[config.mk]
export PLATFORM = sky130hd
export DESIGN_NAME = pwr_rst_seq
export DESIGN_NICKNAME = d
export VERILOG_FILES = /design/src/rtl/pwr_seq_pkg.sv /design/src/rtl/rstpin_qualifier.sv /design/src/rtl/seq_delay_counter.sv /design/src/rtl/seq_ctrl_fsm.sv /design/src/rtl/rst_status_reg.sv /design/src/rtl/pwr_rst_seq.sv
export SDC_FILE = /design/constraint.sdc
export NUM_CORES = 1
export LEC_CHECK = 0
export BUFFER_PORTS_ARGS = -buffer_cell sky130_fd_sc_hd__buf_4
export CORE_MARGIN = 8
export CORE_UTILIZATION = 60
export DETAILED_ROUTE_END_ITERATION = 10
export PLACE_DENSITY = 0.76
export SYNTH_ARGS = -nofsm -noshare
export SYNTH_HDL_FRONTEND = slang
export SYNTH_SLANG_ARGS = --single-unit
[constraint.sdc]
create_clock -name clk -period 3.05 [get_ports clk]
set_clock_uncertainty 0.15 [all_clocks]
set_input_delay 0.4575 -clock clk [delete_from_list [all_inputs] [get_ports clk]]
set_output_delay 0.4575 -clock clk [all_outputs]
set_load 0.03 [all_outputs]
[src/rtl/pwr_seq_pkg.sv]
package pwr_seq_pkg;

  typedef enum logic [1:0] {
    PH_HOLD  = 2'd0,
    PH_START = 2'd1,
    PH_RUN   = 2'd2
  } seq_phase_e;

  function automatic int unsigned us_to_cycles(input int unsigned clk_hz,
                                               input int unsigned usec);
    return (clk_hz / 1000000) * usec;
  endfunction

  function automatic int unsigned bits_for(input int unsigned value);
    int unsigned w;
    w = 1;
    while ((value >> w) != 0) w = w + 1;
    return w;
  endfunction

endpackage

[src/rtl/rstpin_qualifier.sv]
module rstpin_qualifier #(
  parameter int unsigned MIN_LOW = 50,
  localparam int unsigned LW = pwr_seq_pkg::bits_for(MIN_LOW)
) (
  input  logic clk,
  input  logic rst,
  input  logic pin_n,
  output logic hw_active
);

  logic          meta_q;
  logic          sync_q;
  logic [LW-1:0] low_cnt;

  always_ff @(posedge clk) begin
    if (rst) begin
      meta_q <= 1'b1;
      sync_q <= 1'b1;
    end else begin
      meta_q <= pin_n;
      sync_q <= meta_q;
    end
  end

  always_ff @(posedge clk) begin
    if (rst) begin
      low_cnt <= '0;
    end else if (sync_q) begin
      low_cnt <= '0;
    end else if (low_cnt != LW'(MIN_LOW)) begin
      low_cnt <= low_cnt + 1'b1;
    end
  end

  assign hw_active = (low_cnt == LW'(MIN_LOW));


  low_cnt_sat_chk: assert property (@(posedge clk) disable iff (rst)
    low_cnt <= LW'(MIN_LOW));


  low_cnt_clear_chk: assert property (@(posedge clk) disable iff (rst)
    sync_q |=> (low_cnt == '0));

endmodule

[src/rtl/seq_delay_counter.sv]
module seq_delay_counter #(
  parameter int unsigned W     = 8,
  parameter int unsigned INIT  = 10,
  parameter int unsigned LIMIT = 100
) (
  input  logic         clk,
  input  logic         rst,
  input  logic         load,
  input  logic [W-1:0] load_val,
  input  logic         dec,
  output logic         at_zero
);

  logic [W-1:0] cnt;

  always_ff @(posedge clk) begin
    if (rst) begin
      cnt <= W'(INIT);
    end else if (load) begin
      cnt <= load_val;
    end else if (dec) begin
      cnt <= cnt - 1'b1;
    end
  end

  assign at_zero = (cnt == '0);


  dec_no_wrap_chk: assert property (@(posedge clk) disable iff (rst)
    (dec && !load) |-> (cnt != '0));


  cnt_range_chk: assert property (@(posedge clk) disable iff (rst)
    cnt <= W'(LIMIT));

endmodule

[src/rtl/seq_ctrl_fsm.sv]
module seq_ctrl_fsm #(
  parameter int unsigned HOLD_CYC  = 200,
  parameter int unsigned START_CYC = 300,
  localparam int unsigned MAXC = (HOLD_CYC > START_CYC) ? HOLD_CYC : START_CYC,
  localparam int unsigned CW   = pwr_seq_pkg::bits_for(MAXC)
) (
  input  logic clk,
  input  logic rst,
  input  logic hw_active,
  input  logic sw_rst_req,
  output logic core_en,
  output logic host_rdy,
  output logic done_evt,
  output logic run_next
);
  import pwr_seq_pkg::*;

  seq_phase_e    phase, phase_nxt;
  logic          force_hold;
  logic          ld;
  logic [CW-1:0] ld_val;
  logic          dec;
  logic          zero;

  seq_delay_counter #(
    .W     (CW),
    .INIT  (HOLD_CYC - 1),
    .LIMIT (MAXC - 1)
  ) u_delay (
    .clk      (clk),
    .rst      (rst),
    .load     (ld),
    .load_val (ld_val),
    .dec      (dec),
    .at_zero  (zero)
  );

  always_comb begin
    force_hold = hw_active || (phase == PH_RUN && sw_rst_req);
    phase_nxt  = phase;
    ld         = 1'b0;
    ld_val     = CW'(HOLD_CYC - 1);
    dec        = 1'b0;
    done_evt   = 1'b0;
    if (force_hold) begin
      phase_nxt = PH_HOLD;
      ld        = 1'b1;
    end else begin
      case (phase)
        PH_HOLD: begin
          if (zero) begin
            phase_nxt = PH_START;
            ld        = 1'b1;
            ld_val    = CW'(START_CYC - 1);
          end else begin
            dec = 1'b1;
          end
        end
        PH_START: begin
          if (zero) begin
            phase_nxt = PH_RUN;
            done_evt  = 1'b1;
          end else begin
            dec = 1'b1;
          end
        end
        default: phase_nxt = PH_RUN;
      endcase
    end
  end

  assign run_next = (phase_nxt == PH_RUN);

  always_ff @(posedge clk) begin
    if (rst) begin
      phase    <= PH_HOLD;
      core_en  <= 1'b0;
      host_rdy <= 1'b0;
    end else begin
      phase    <= phase_nxt;
      core_en  <= (phase_nxt != PH_HOLD);
      host_rdy <= (phase_nxt == PH_RUN);
    end
  end


  rdy_needs_en_chk: assert property (@(posedge clk) disable iff (rst)
    host_rdy |-> core_en);


  en_before_rdy_chk: assert property (@(posedge clk) disable iff (rst)
    $rose(core_en) |-> !host_rdy);


  hw_forces_off_chk: assert property (@(posedge clk) disable iff (rst)
    hw_active |=> !core_en);

endmodule

[src/rtl/rst_status_reg.sv]
module rst_status_reg (
  input  logic clk,
  input  logic rst,
  input  logic set_evt,
  input  logic clr_req,
  input  logic run_next,
  input  logic host_rdy,
  output logic flag,
  output logic irq_n
);

  logic flag_nxt;

  always_comb begin
    if (!run_next)      flag_nxt = 1'b0;
    else if (set_evt)   flag_nxt = 1'b1;
    else if (clr_req && host_rdy) flag_nxt = 1'b0;
    else                flag_nxt = flag;
  end

  always_ff @(posedge clk) begin
    if (rst) begin
      flag  <= 1'b0;
      irq_n <= 1'b1;
    end else begin
      flag  <= flag_nxt;
      irq_n <= ~flag_nxt;
    end
  end


  flag_hold_chk: assert property (@(posedge clk) disable iff (rst)
    (flag && !clr_req && run_next) |=> flag);


  set_wins_chk: assert property (@(posedge clk) disable iff (rst)
    set_evt |=> (flag && !irq_n));

endmodule

[src/rtl/pwr_rst_seq.sv]
module pwr_rst_seq #(
  parameter int unsigned CLK_HZ   = 50_000_000,
  parameter int unsigned HOLD_US  = 26_000,
  parameter int unsigned START_US = 40_000,
  parameter int unsigned PULSE_US = 10
) (
  input  logic clk,
  input  logic supply_ok,
  input  logic rst_pin_n,
  input  logic sw_rst_req,
  input  logic flag_clr,
  output logic core_en,
  output logic host_rdy,
  output logic rst_flag,
  output logic irq_n
);
  import pwr_seq_pkg::*;

  localparam int unsigned HOLD_CYC  = us_to_cycles(CLK_HZ, HOLD_US);
  localparam int unsigned START_CYC = us_to_cycles(CLK_HZ, START_US);
  localparam int unsigned PULSE_CYC = us_to_cycles(CLK_HZ, PULSE_US);

  logic por_rst;
  logic hw_active;
  logic done_evt;
  logic run_next;

  assign por_rst = ~supply_ok;

  rstpin_qualifier #(
    .MIN_LOW (PULSE_CYC)
  ) u_pinq (
    .clk       (clk),
    .rst       (por_rst),
    .pin_n     (rst_pin_n),
    .hw_active (hw_active)
  );

  seq_ctrl_fsm #(
    .HOLD_CYC  (HOLD_CYC),
    .START_CYC (START_CYC)
  ) u_fsm (
    .clk        (clk),
    .rst        (por_rst),
    .hw_active  (hw_active),
    .sw_rst_req (sw_rst_req),
    .core_en    (core_en),
    .host_rdy   (host_rdy),
    .done_evt   (done_evt),
    .run_next   (run_next)
  );

  rst_status_reg u_stat (
    .clk      (clk),
    .rst      (por_rst),
    .set_evt  (done_evt),
    .clr_req  (flag_clr),
    .run_next (run_next),
    .host_rdy (host_rdy),
    .flag     (rst_flag),
    .irq_n    (irq_n)
  );


  flag_with_rdy_chk: assert property (@(posedge clk) disable iff (por_rst)
    $rose(rst_flag) |-> $rose(host_rdy));


  irq_follows_flag_chk: assert property (@(posedge clk) disable iff (por_rst)
    !irq_n |-> rst_flag);


  sw_rst_drop_chk: assert property (@(posedge clk) disable iff (por_rst)
    (sw_rst_req && host_rdy) |=> (!host_rdy && !core_en && irq_n));

endmodule

; ---- After elaboration in Yosys (flattened, before gate mapping)
; Cells that the tools add are included.
; Widths: inputs -> output; s select.
[classes]
n_addsub = 2
muxes = 20
n_reduce_logical = 9
n_eq_ne = 5
n_bitwise = 2
[op_table]
columns = operator, count
row1 = $mux 21, 4
row2 = $logic_not 21->1, 1
row3 = $sub 21x1->21 const B, 1
row4 = $mux 20, 1
row5 = $mux 1, 11
row6 = $add 9x1->9 const B, 1
row7 = $eq 9x9->1 const B, 1
row8 = $ne 9x9->1 const B, 1
row9 = $mux 2, 3
row10 = $eq 2x2->1 const B, 2
row11 = $pmux 2 s2, 1
row12 = $reduce_bool 2->1, 2
row13 = $reduce_or 2->1, 2
row14 = $eq 2x1->1 const B, 1
row15 = $logic_and 1x1->1, 2
row16 = $logic_not 2->1, 1
row17 = $not 1->1, 2
row18 = $logic_or 1x1->1, 1
[word_totals]
reg_bits = 38
word_cells = 47
input_bits = 5
output_inout_bits = 4

; ---- Logic depth before layout (Yosys ltp)
; Gate-level depths: netlist (run 1).
[logic_depth]
ltp_word = 7
ltp_mapped = 8
mapped_depth_nobuf = 7

; ---- Cells and area by module
; A second synthesis (run 1) with hierarchy kept.
[unflattened]
hier_cells = 238
hier_area_um2 = 2098.3
[by_module_without_submodules]
columns = mod, n_inst, area_each_um2, cells_per_inst, seq_area_each_um2
row1 = seq_delay_counter, 1, 1336.3, 151, 420.4
row2 = rstpin_qualifier, 1, 481.7, 54, 220.2
row3 = seq_ctrl_fsm, 1, 210.2, 26, 80.1
row4 = rst_status_reg, 1, 66.3, 6, 40.0
row5 = pwr_rst_seq, 1, 3.8, 1, 0.0

; ---- Least setup slack after synthesis (run 1)
; OpenSTA, ideal clock, no wires.
[synth_path]
kind = register to register
startpoint = register u_fsm.u_delay.cnt[0]
endpoint = register u_fsm.u_delay.cnt[17]
period_less_slack_ns = 2.538
stages_incl_launch_ff = 8
setup_ns = 0.121
n_path_buf = 0
arrival_ns = 2.267
path_slack_ns = 0.512
required_ns = 2.779
cell_sequence = dfxtp_1 inv_1 ha_1 or4b_4 nor4_4 a21oi_2 o21ai_0 mux2_2
[synth_between]
elab_chain_cells = 5
elab_cells_between_ends = 11
cone_classes = add/sub: 1 / mux: 8 / reduce/logical: 2
[synth_lines]
columns = element, line_no
row1 = from (decl), seq_delay_counter.sv:14  ; logic [W-1:0] cnt;
row2 = from (signal assigned), seq_delay_counter.sv:18  ; cnt <= W'(INIT);
row3 = from (signal assigned), seq_delay_counter.sv:20  ; cnt <= load_val;
row4 = from (signal assigned), seq_delay_counter.sv:22  ; cnt <= cnt - 1'b1;
row5 = branches (longest 5 deep; another with $sub 21x1->21), n/a
; Several ways; the timed one is not identified. The select of a mux whose other input is x is not followed.
; A chain may end at the register's enable or synchronous reset.

; ---- Worst setup path after layout (run 1)
; Same ends and word-level chain as after synthesis.

==> results of run 1 <==
report_power, final:
part | total (mW) | internal (mW) | switching, mW
combinational | 0.0298 | 0.0126 | 0.0172
sequential | 0.505 | 0.501 | 0.00443
clock | 0.240 | 0.0869 | 0.153
metal layers:
layer / routed length, µm / GRT usage [%]
met5: 0 / 0
met2: 1810 / 26.6
met3: 192 / 6.34
met4: 116 / 7.94
met1: 1750 / 17.5
placed cells by master, fill, tap and decap left out, types with 2 or more instances in the layout:
master                     synthesis  layout
sky130_fd_sc_hd__clkbuf_4          0       5
sky130_fd_sc_hd__nand2b_1         10      10
sky130_fd_sc_hd__nand3_1           9       9
sky130_fd_sc_hd__o21ai_0           8       8
sky130_fd_sc_hd__inv_1             6       6
sky130_fd_sc_hd__o31ai_1           2       2
sky130_fd_sc_hd__mux2i_1           6       6
sky130_fd_sc_hd__and3_1            2       2
sky130_fd_sc_hd__nand4_1           2       2
sky130_fd_sc_hd__or4_1             3       3
sky130_fd_sc_hd__xor2_1            4       4
sky130_fd_sc_hd__nor3_1            9       9
sky130_fd_sc_hd__o22ai_1           2       2
sky130_fd_sc_hd__a21oi_1           8       8
sky130_fd_sc_hd__or3_1             7       7
sky130_fd_sc_hd__ha_1              3       3
sky130_fd_sc_hd__clkbuf_1          4       2
sky130_fd_sc_hd__nor4_1            4       4
sky130_fd_sc_hd__nand2_1          17      17
sky130_fd_sc_hd__buf_4             0      12
sky130_fd_sc_hd__o21a_1            3       3
sky130_fd_sc_hd__nor2_1           20      20
sky130_fd_sc_hd__xnor2_1           3       3
sky130_fd_sc_hd__a31oi_1           2       2
sky130_fd_sc_hd__a211o_1           2       2
sky130_fd_sc_hd__dfxtp_1          38      38
sky130_fd_sc_hd__nor2b_1           2       2
worst min path at each step:
stage	end	cells past startpoint	slack [ns]	from
floorplan	u_pinq.sync_q$_SDFF_PN1_	1	0.24	u_pinq.meta_q$_SDFF_PN1_
global placement	u_pinq.sync_q$_SDFF_PN1_	1	0.25	u_pinq.meta_q$_SDFF_PN1_
detailed placement	u_pinq.sync_q$_SDFF_PN1_	1	0.27	u_pinq.meta_q$_SDFF_PN1_
CTS	u_pinq.meta_q$_SDFF_PN1_	2	0.13	rst_pin_n
global route	u_pinq.meta_q$_SDFF_PN1_	2	0.13	rst_pin_n
finish	u_pinq.meta_q$_SDFF_PN1_	2	0.15	rst_pin_n
state kept, by name, indices dropped and copies added, names as in the netlist:
| register | cells |
|---|---|
| u_pinq.low_cnt | 9 |
| u_stat.irq_n | 1 |
| u_stat.flag | 1 |
| u_pinq.meta_q | 1 |
| u_fsm.host_rdy | 1 |
| u_pinq.sync_q | 1 |
| u_fsm.core_en | 1 |
| u_fsm.u_delay.cnt | 21 |
| u_fsm.phase | 2 |
logic make-up (layout without fill, tap and decap cells):
group / Yosys count / in the layout / share of synthesized area, %
DFF: 38 / 38 / 40.6
buffers and inverters: 13 / 25 / 3.47
and+or+nand+nor: 95 / 95 / 28.5
muxes: 9 / 9 / 5.20
adders and majority gates: 3 / 3 / 2.00
xor gates and xnor gates: 7 / 7 / 3.27
AOI/OAI and AO/OA: 43 / 43 / 17.0
cell type report:
| class | instances | area (µm²) |
|---|---|---|
| Timing Repair Buffer | 12 | 90.1 |
| Inverter | 6 | 22.5 |
| Multi-Input combinational cell | 157 | 1050 |
| Clock buffer | 7 | 45.0 |
| Fill cell | 251 | 993 |
| Sequential cell | 38 | 761 |
| Tap cell | 33 | 41.3 |
Yosys cell counts (all sizes together) (2+ instances only):
cell type,n
or4b,2
clkbuf,4
o21ai,9
mux2i,6
nand3,9
o31ai,2
mux2,3
a2111oi,3
inv,6
nor3,10
o21a,3
nand4,2
a31oi,3
dfxtp,38
nor2,20
buf,3
or3,8
ha,3
a21oi,9
xor2,4
nor4,6
nor2b,2
and3,2
o22ai,2
nand2,17
or4,4
nand2b,10
xnor2,3
a211o,2
through the flow:
| step | setup slack [ns] | std cells | instance area [µm²] |
|---|---|---|---|
| after floorplan | 0.512 | 208 | 1880 |
| after global placement | 0.542 | 246 | 1960 |
| after detailed placement | 0.467 | 246 | 1960 |
| after CTS | 0.435 | 253 | 2010 |
| after global routing | 0.305 | 253 | 2010 |
| final | 0.416 | 253 | 2010 |
==> out/qor.txt, run 1 <==
====================================================================================
Slack of the worst reg-to-reg path                                           0.42 ns
Share of flip-flops with an asynchronous set or reset after synthesis             0%
Clk root buf                                                            sky130_fd_sc_hd__clkbuf_4
TritonCTS Buffers                                                                  5
Sequential element share of the synthesized area                               40.6%
Routed via count divided by cell count                                          6.19
Sort of element at the start of the critical path                               flop
Initial antenna violation count                                                    0
Pwr/cell area                                                             386 nW/µm²
Power, Total                                                                  775 µW
Final max-slew violation count                                                     0
Final core area utilization                                                    66.9%
Final Net Count                                                                  228
Max-cap check violation count                                                      0
P_leak                                                                      0.679 nW
Routability Congestion                                                         0.820
Reg-to-reg startpoint                                                   u_fsm.u_delay.cnt[0]$_SDFFE_PN1P_
Vias after detailed routing                                                     1566
CP max stage cell                                                       sky130_fd_sc_hd__or4b_4
Total inserted antenna cells                                                       0
Result of the run                                                       finished, final reports clean
Total of endpoints with negative setup slack in the final report                   0
HPWL after DPL                                                               2880 µm
Largest incremental delay on the critical path                               0.52 ns
Floorplan row count                                                               20
Sum of buffers and inverters on the critical path                                  1
Worst IR Drop VDD                                                         0.000238 V
Count of input and output buffers                                                  8
Number of buffers inserted by post-CTS setup repair                                0
Die area                                                                    5170 µm²
Hold Worst Slack                                                            0.147 ns
Ports                                                                              9
Vertical die dimension                                                       71.9 µm
Maximum fanout along the worst path                                               14
Clk Latency, worst-skew pair                                                 0.35 ns
Final Hold Viols                                                                   0
Crit path launch                                                        u_fsm.u_delay.cnt[0]$_SDFFE_PN1P_
Largest area contributor in the synthesized netlist                     sky130_fd_sc_hd__dfxtp_1
Maximum frequency from static timing analysis                                380 MHz
Floorplan core area                                                         3000 µm²
Deepest level of the CTS H-tree                                                    2
CP Class                                                                     reg2reg
Wirelength per Cell                                                          15.3 µm
Net count after synthesis                                                        216
Count of cell types in the netlist                                                56
Global-route wire length before repair                                       6640 µm
Portion of synthesized cell area occupied by the leading cell type             40.6%
First-pass detailed-route iteration total                                          4
TritonCTS clock tree                                                             yes
Initial Util                                                                   62.5%
Clock net sink count                                                              38
FF-to-FF End                                                            u_fsm.u_delay.cnt[17]$_SDFFE_PN1P_
Post-cts resize count                                                              0
Cell depth of the worst setup path                                                 7
Critical Path End                                                       u_fsm.u_delay.cnt[17]$_SDFFE_PN1P_
Iter 0 DRT Violations                                                            128
Worst reg2reg path depth                                                           7
Overall global routing resource usage                                          16.1%
Class of the worst hold path                                                  in2reg
Relative area change from synthesis to final layout                            7.14%
Max Root-Sink Buffers                                                              2
Number of global-route vias before repair                                       1506
Post-synthesis instance area                                                1880 µm²
Signal arrival time at the worst endpoint                                    2.73 ns
Synthesis-stage register bit count                                                38
Headroom to the max-slew limit                                                 45.2%
Yosys warning total                                                                0
Fraction of final layout cells sized beyond drive strength 1                   14.5%
Final period util                                                              86.4%
Total Wirelength                                                             3870 µm
Critical path data required time                                             3.14 ns
Cell-by-cell trace of the critical path                                 inv_1, ha_1, or4b_4, nor4_4, a21oi_2, o21ai_0, mux2_2
Congestion Overflow GR                                                             0
Post-synth EDFFs                                                                   0
Clk slew on worst S/H paths                                                  0.10 ns
Setup TNS after final layout                                                    0 ns
Mean post-synth cell area                                                   9.02 µm²
X dimension of the die                                                       71.9 µm
Cell family with the largest share of critical-path delay               simple AND/OR/NAND/NOR gates
Cell count after synthesis                                                       208
Transition time at the pin with the least slew margin                       0.819 ns
Capturing element type of the critical path                                     flop
Dominant register cell in the synthesized netlist                       sky130_fd_sc_hd__dfxtp_1
Number of DRC violations after detailed routing                                    0
Cell types occupying the most area after synthesis                      sky130_fd_sc_hd__dfxtp_1, sky130_fd_sc_hd__nor2_1, sky130_fd_sc_hd__nand2_1, sky130_fd_sc_hd__nand2b_1, sky130_fd_sc_hd__mux2i_1
Setup repair after global routing missed its margin                               no
Largest net degree at the start of global routing                                 20
Number of nets with antenna violations after routing                               0
Hold-fix buffer count after cts                                                    0
Shortest period the worst path allows                                        2.63 ns
====================================================================================
No activity file was read; power rests on OpenSTA's default activity.
==> run 2, diff against run 1 <==
--- a/config.mk
+++ b/config.mk
@@ -7,9 +7,9 @@
 export LEC_CHECK = 0
 export BUFFER_PORTS_ARGS = -buffer_cell sky130_fd_sc_hd__buf_4
 export CORE_MARGIN = 8
-export CORE_UTILIZATION = 60
+export CORE_UTILIZATION = 30
 export DETAILED_ROUTE_END_ITERATION = 10
-export PLACE_DENSITY = 0.76
+export PLACE_DENSITY = 0.43
 export SYNTH_ARGS = -nofsm -noshare
 export SYNTH_HDL_FRONTEND = slang
 export SYNTH_SLANG_ARGS = --single-unit
==> constraint.sdc (replaced) <==
create_clock -name clk -period 2.75 [get_ports clk]
set_clock_uncertainty 0.15 [all_clocks]
set_input_delay 0.4125 -clock clk [delete_from_list [all_inputs] [get_ports clk]]
set_output_delay 0.4125 -clock clk [all_outputs]
set_load 0.03 [all_outputs]
==> run 2 against run 1 <==
Die area is 75% higher; wire length is 6.7% higher; global-route usage is 6.4 points lower; largest cell class unchanged; sequential cell count stayed put; via count is 0.57% lower.
==> out/qor.txt, run 2 (synthesis gave the netlist of run 1 again) <==
===============================================================================
Final Hold Viols                                                              0
Routability Congestion                                                    0.735
First-pass detailed-route iteration total                                     6
Clock net sink count                                                         38
Max-cap check violation count                                                 0
Number of global-route vias before repair                                  1478
Maximum fanout along the worst path                                           9
X dimension of the die                                                  95.1 µm
Total inserted antenna cells                                                  0
Pwr/cell area                                                        486 nW/µm²
Fillcell total                                                              643
Die area                                                               9040 µm²
Power, Total                                                            1.06 mW
Final Net Count                                                             236
HPWL after DPL                                                          3030 µm
Clk Latency, worst-skew pair                                            0.29 ns
Result of the run                                                  finished, final reports clean
TritonCTS clock tree                                                        yes
Clk slew on worst S/H paths                                             0.08 ns
WHS Path Cells                                                                2
Area of combinational cells with multiple inputs                       1050 µm²
Class of the worst hold path                                             in2reg
Critical path data required time                                        2.78 ns
Maximum frequency from static timing analysis                           381 MHz
Relative area change from synthesis to final layout                       16.7%
Capturing element type of the critical path                                flop
Hold Worst Slack                                                       0.160 ns
Post-route non-filler standard cell count                                   306
Total of endpoints with negative setup slack in the final report              0
Most common cell after layout, fill and taps aside                 sky130_fd_sc_hd__dfxtp_1
Cell family with the largest share of critical-path delay          simple AND/OR/NAND/NOR gates
Worst IR Drop VDD                                                    0.000205 V
Post-Place Cells                                                            296
Sort of element at the start of the critical path                          flop
Total Wirelength                                                        4140 µm
Final period util                                                         95.3%
Final max-slew violation count                                                0
Headroom to the max-slew limit                                            65.3%
Iter 0 DRT Violations                                                        81
Overall global routing resource usage                                     9.71%
CP Class                                                                reg2reg
Count of input and output buffers                                             8
Post-route cell area                                                   2190 µm²
DP Area                                                                2060 µm²
Number of flip-flops in the largest register                                 21
Deepest level of the CTS H-tree                                               2
Initial antenna violation count                                               0
Routed via count divided by cell count                                     5.09
Largest net degree at the start of global routing                            20
Area of all sequential standard cells                                   761 µm²
Congestion Overflow GR                                                        0
Fraction of final layout cells sized beyond drive strength 1              18.8%
Clk root buf                                                       sky130_fd_sc_hd__clkbuf_8
Signal arrival time at the worst endpoint                               2.65 ns
Cell depth of the worst setup path                                            7
Global-route wire length before repair                                  6960 µm
Max Root-Sink Buffers                                                         2
Largest incremental delay on the critical path                          0.52 ns
Biggest registers after layout                                     u_fsm.u_delay.cnt (21), u_pinq.low_cnt (9), u_fsm.phase (2)
Ports                                                                         9
Cell-by-cell trace of the critical path                            inv_1, ha_1, or4b_4, nor4_4, a21oi_2, o21ai_0, mux2_2
Register with the most flip-flops                                  u_fsm.u_delay.cnt
Setup TNS after final layout                                               0 ns
TritonCTS Buffers                                                             5
Number of DRC violations after detailed routing                               0
Worst reg2reg path depth                                                      7
Most frequent cells in the layout                                  sky130_fd_sc_hd__dfxtp_1, sky130_fd_sc_hd__nor2_1, sky130_fd_sc_hd__buf_4
Initial Util                                                              30.2%
Floorplan row count                                                          29
Vias after detailed routing                                                1557
Sum of buffers and inverters on the critical path                             1
Number of nets with antenna violations after routing                          0
Shortest period the worst path allows                                   2.62 ns
Wirelength per Cell                                                     13.5 µm
P_leak                                                                 0.752 nW
Transition time at the pin with the least slew margin                  0.507 ns
Vertical die dimension                                                  95.1 µm
Floorplan core area                                                    6200 µm²
CP max stage cell                                                  sky130_fd_sc_hd__or4b_4
Post-cts resize count                                                         0
===============================================================================
==> run 2: path summary, 6_finish.rpt <==
kind                                startpoint                            endpoint  slack, ns
max          u_fsm.u_delay.cnt[0]$_SDFFE_PN1P_  u_fsm.u_delay.cnt[17]$_SDFFE_PN1P_       0.13
min                                  rst_pin_n            u_pinq.meta_q$_SDFF_PN1_       0.16
max reg2reg  u_fsm.u_delay.cnt[0]$_SDFFE_PN1P_  u_fsm.u_delay.cnt[17]$_SDFFE_PN1P_       0.13
min reg2reg           u_pinq.meta_q$_SDFF_PN1_            u_pinq.sync_q$_SDFF_PN1_       0.26
==> run 2: cell type report <==
type                            count  area share, %
Tap cell                           77           4.40
Sequential cell                    38           34.8
Multi-Input combinational cell    157           48.0
Clock inverter                      3           1.83
Timing Repair Buffer               20           6.86
Inverter                            6           1.03
Clock buffer                        5           3.14
==> run 2: metrics by stage <==
stage          util, %  worst slack [ns]
2_1_floorplan        -             0.212
3_3_place_gp      33.3             0.180
3_5_place_dp      33.3             0.124
4_1_cts           35.0             0.118
5_1_grt           35.3           -0.0113
6_report          35.3             0.128
==> run 2: metal layers <==
metal | global-route usage, % | routed length [µm] | share of wire (%)
met3 | 3.31 | 234 | 5.7
met4 | 3.25 | 45 | 1.1
met1 | 12.4 | 2070 | 50
met5 | 0 | 0 | 0
met2 | 15.0 | 1790 | 43
==> run 2: report_power, final <==
group | leakage, nW | switching, mW | internal (mW)
clock network | 0.0579 | 0.199 | 0.267
registers | 0.308 | 0.00372 | 0.555
logic | 0.386 | 0.0213 | 0.0161
==> run 2: worst register-to-register path, stage by stage, from the launching register on <==
cell and delay, ns:
sky130_fd_sc_hd__dfxtp_1 0.34, sky130_fd_sc_hd__inv_1 0.08, sky130_fd_sc_hd__ha_1 0.22, sky130_fd_sc_hd__or4b_4 0.52, sky130_fd_sc_hd__nor4_4 0.43, sky130_fd_sc_hd__a21oi_2 0.20, sky130_fd_sc_hd__o21ai_0 0.23, sky130_fd_sc_hd__mux2_2 0.35
==> run 2: what timing repair did <==
action / 4_1_cts / 5_1_grt
setup endpoints to repair: 0 / 3
hold buffers: 0 / 0
setup buffers: 0 / 2
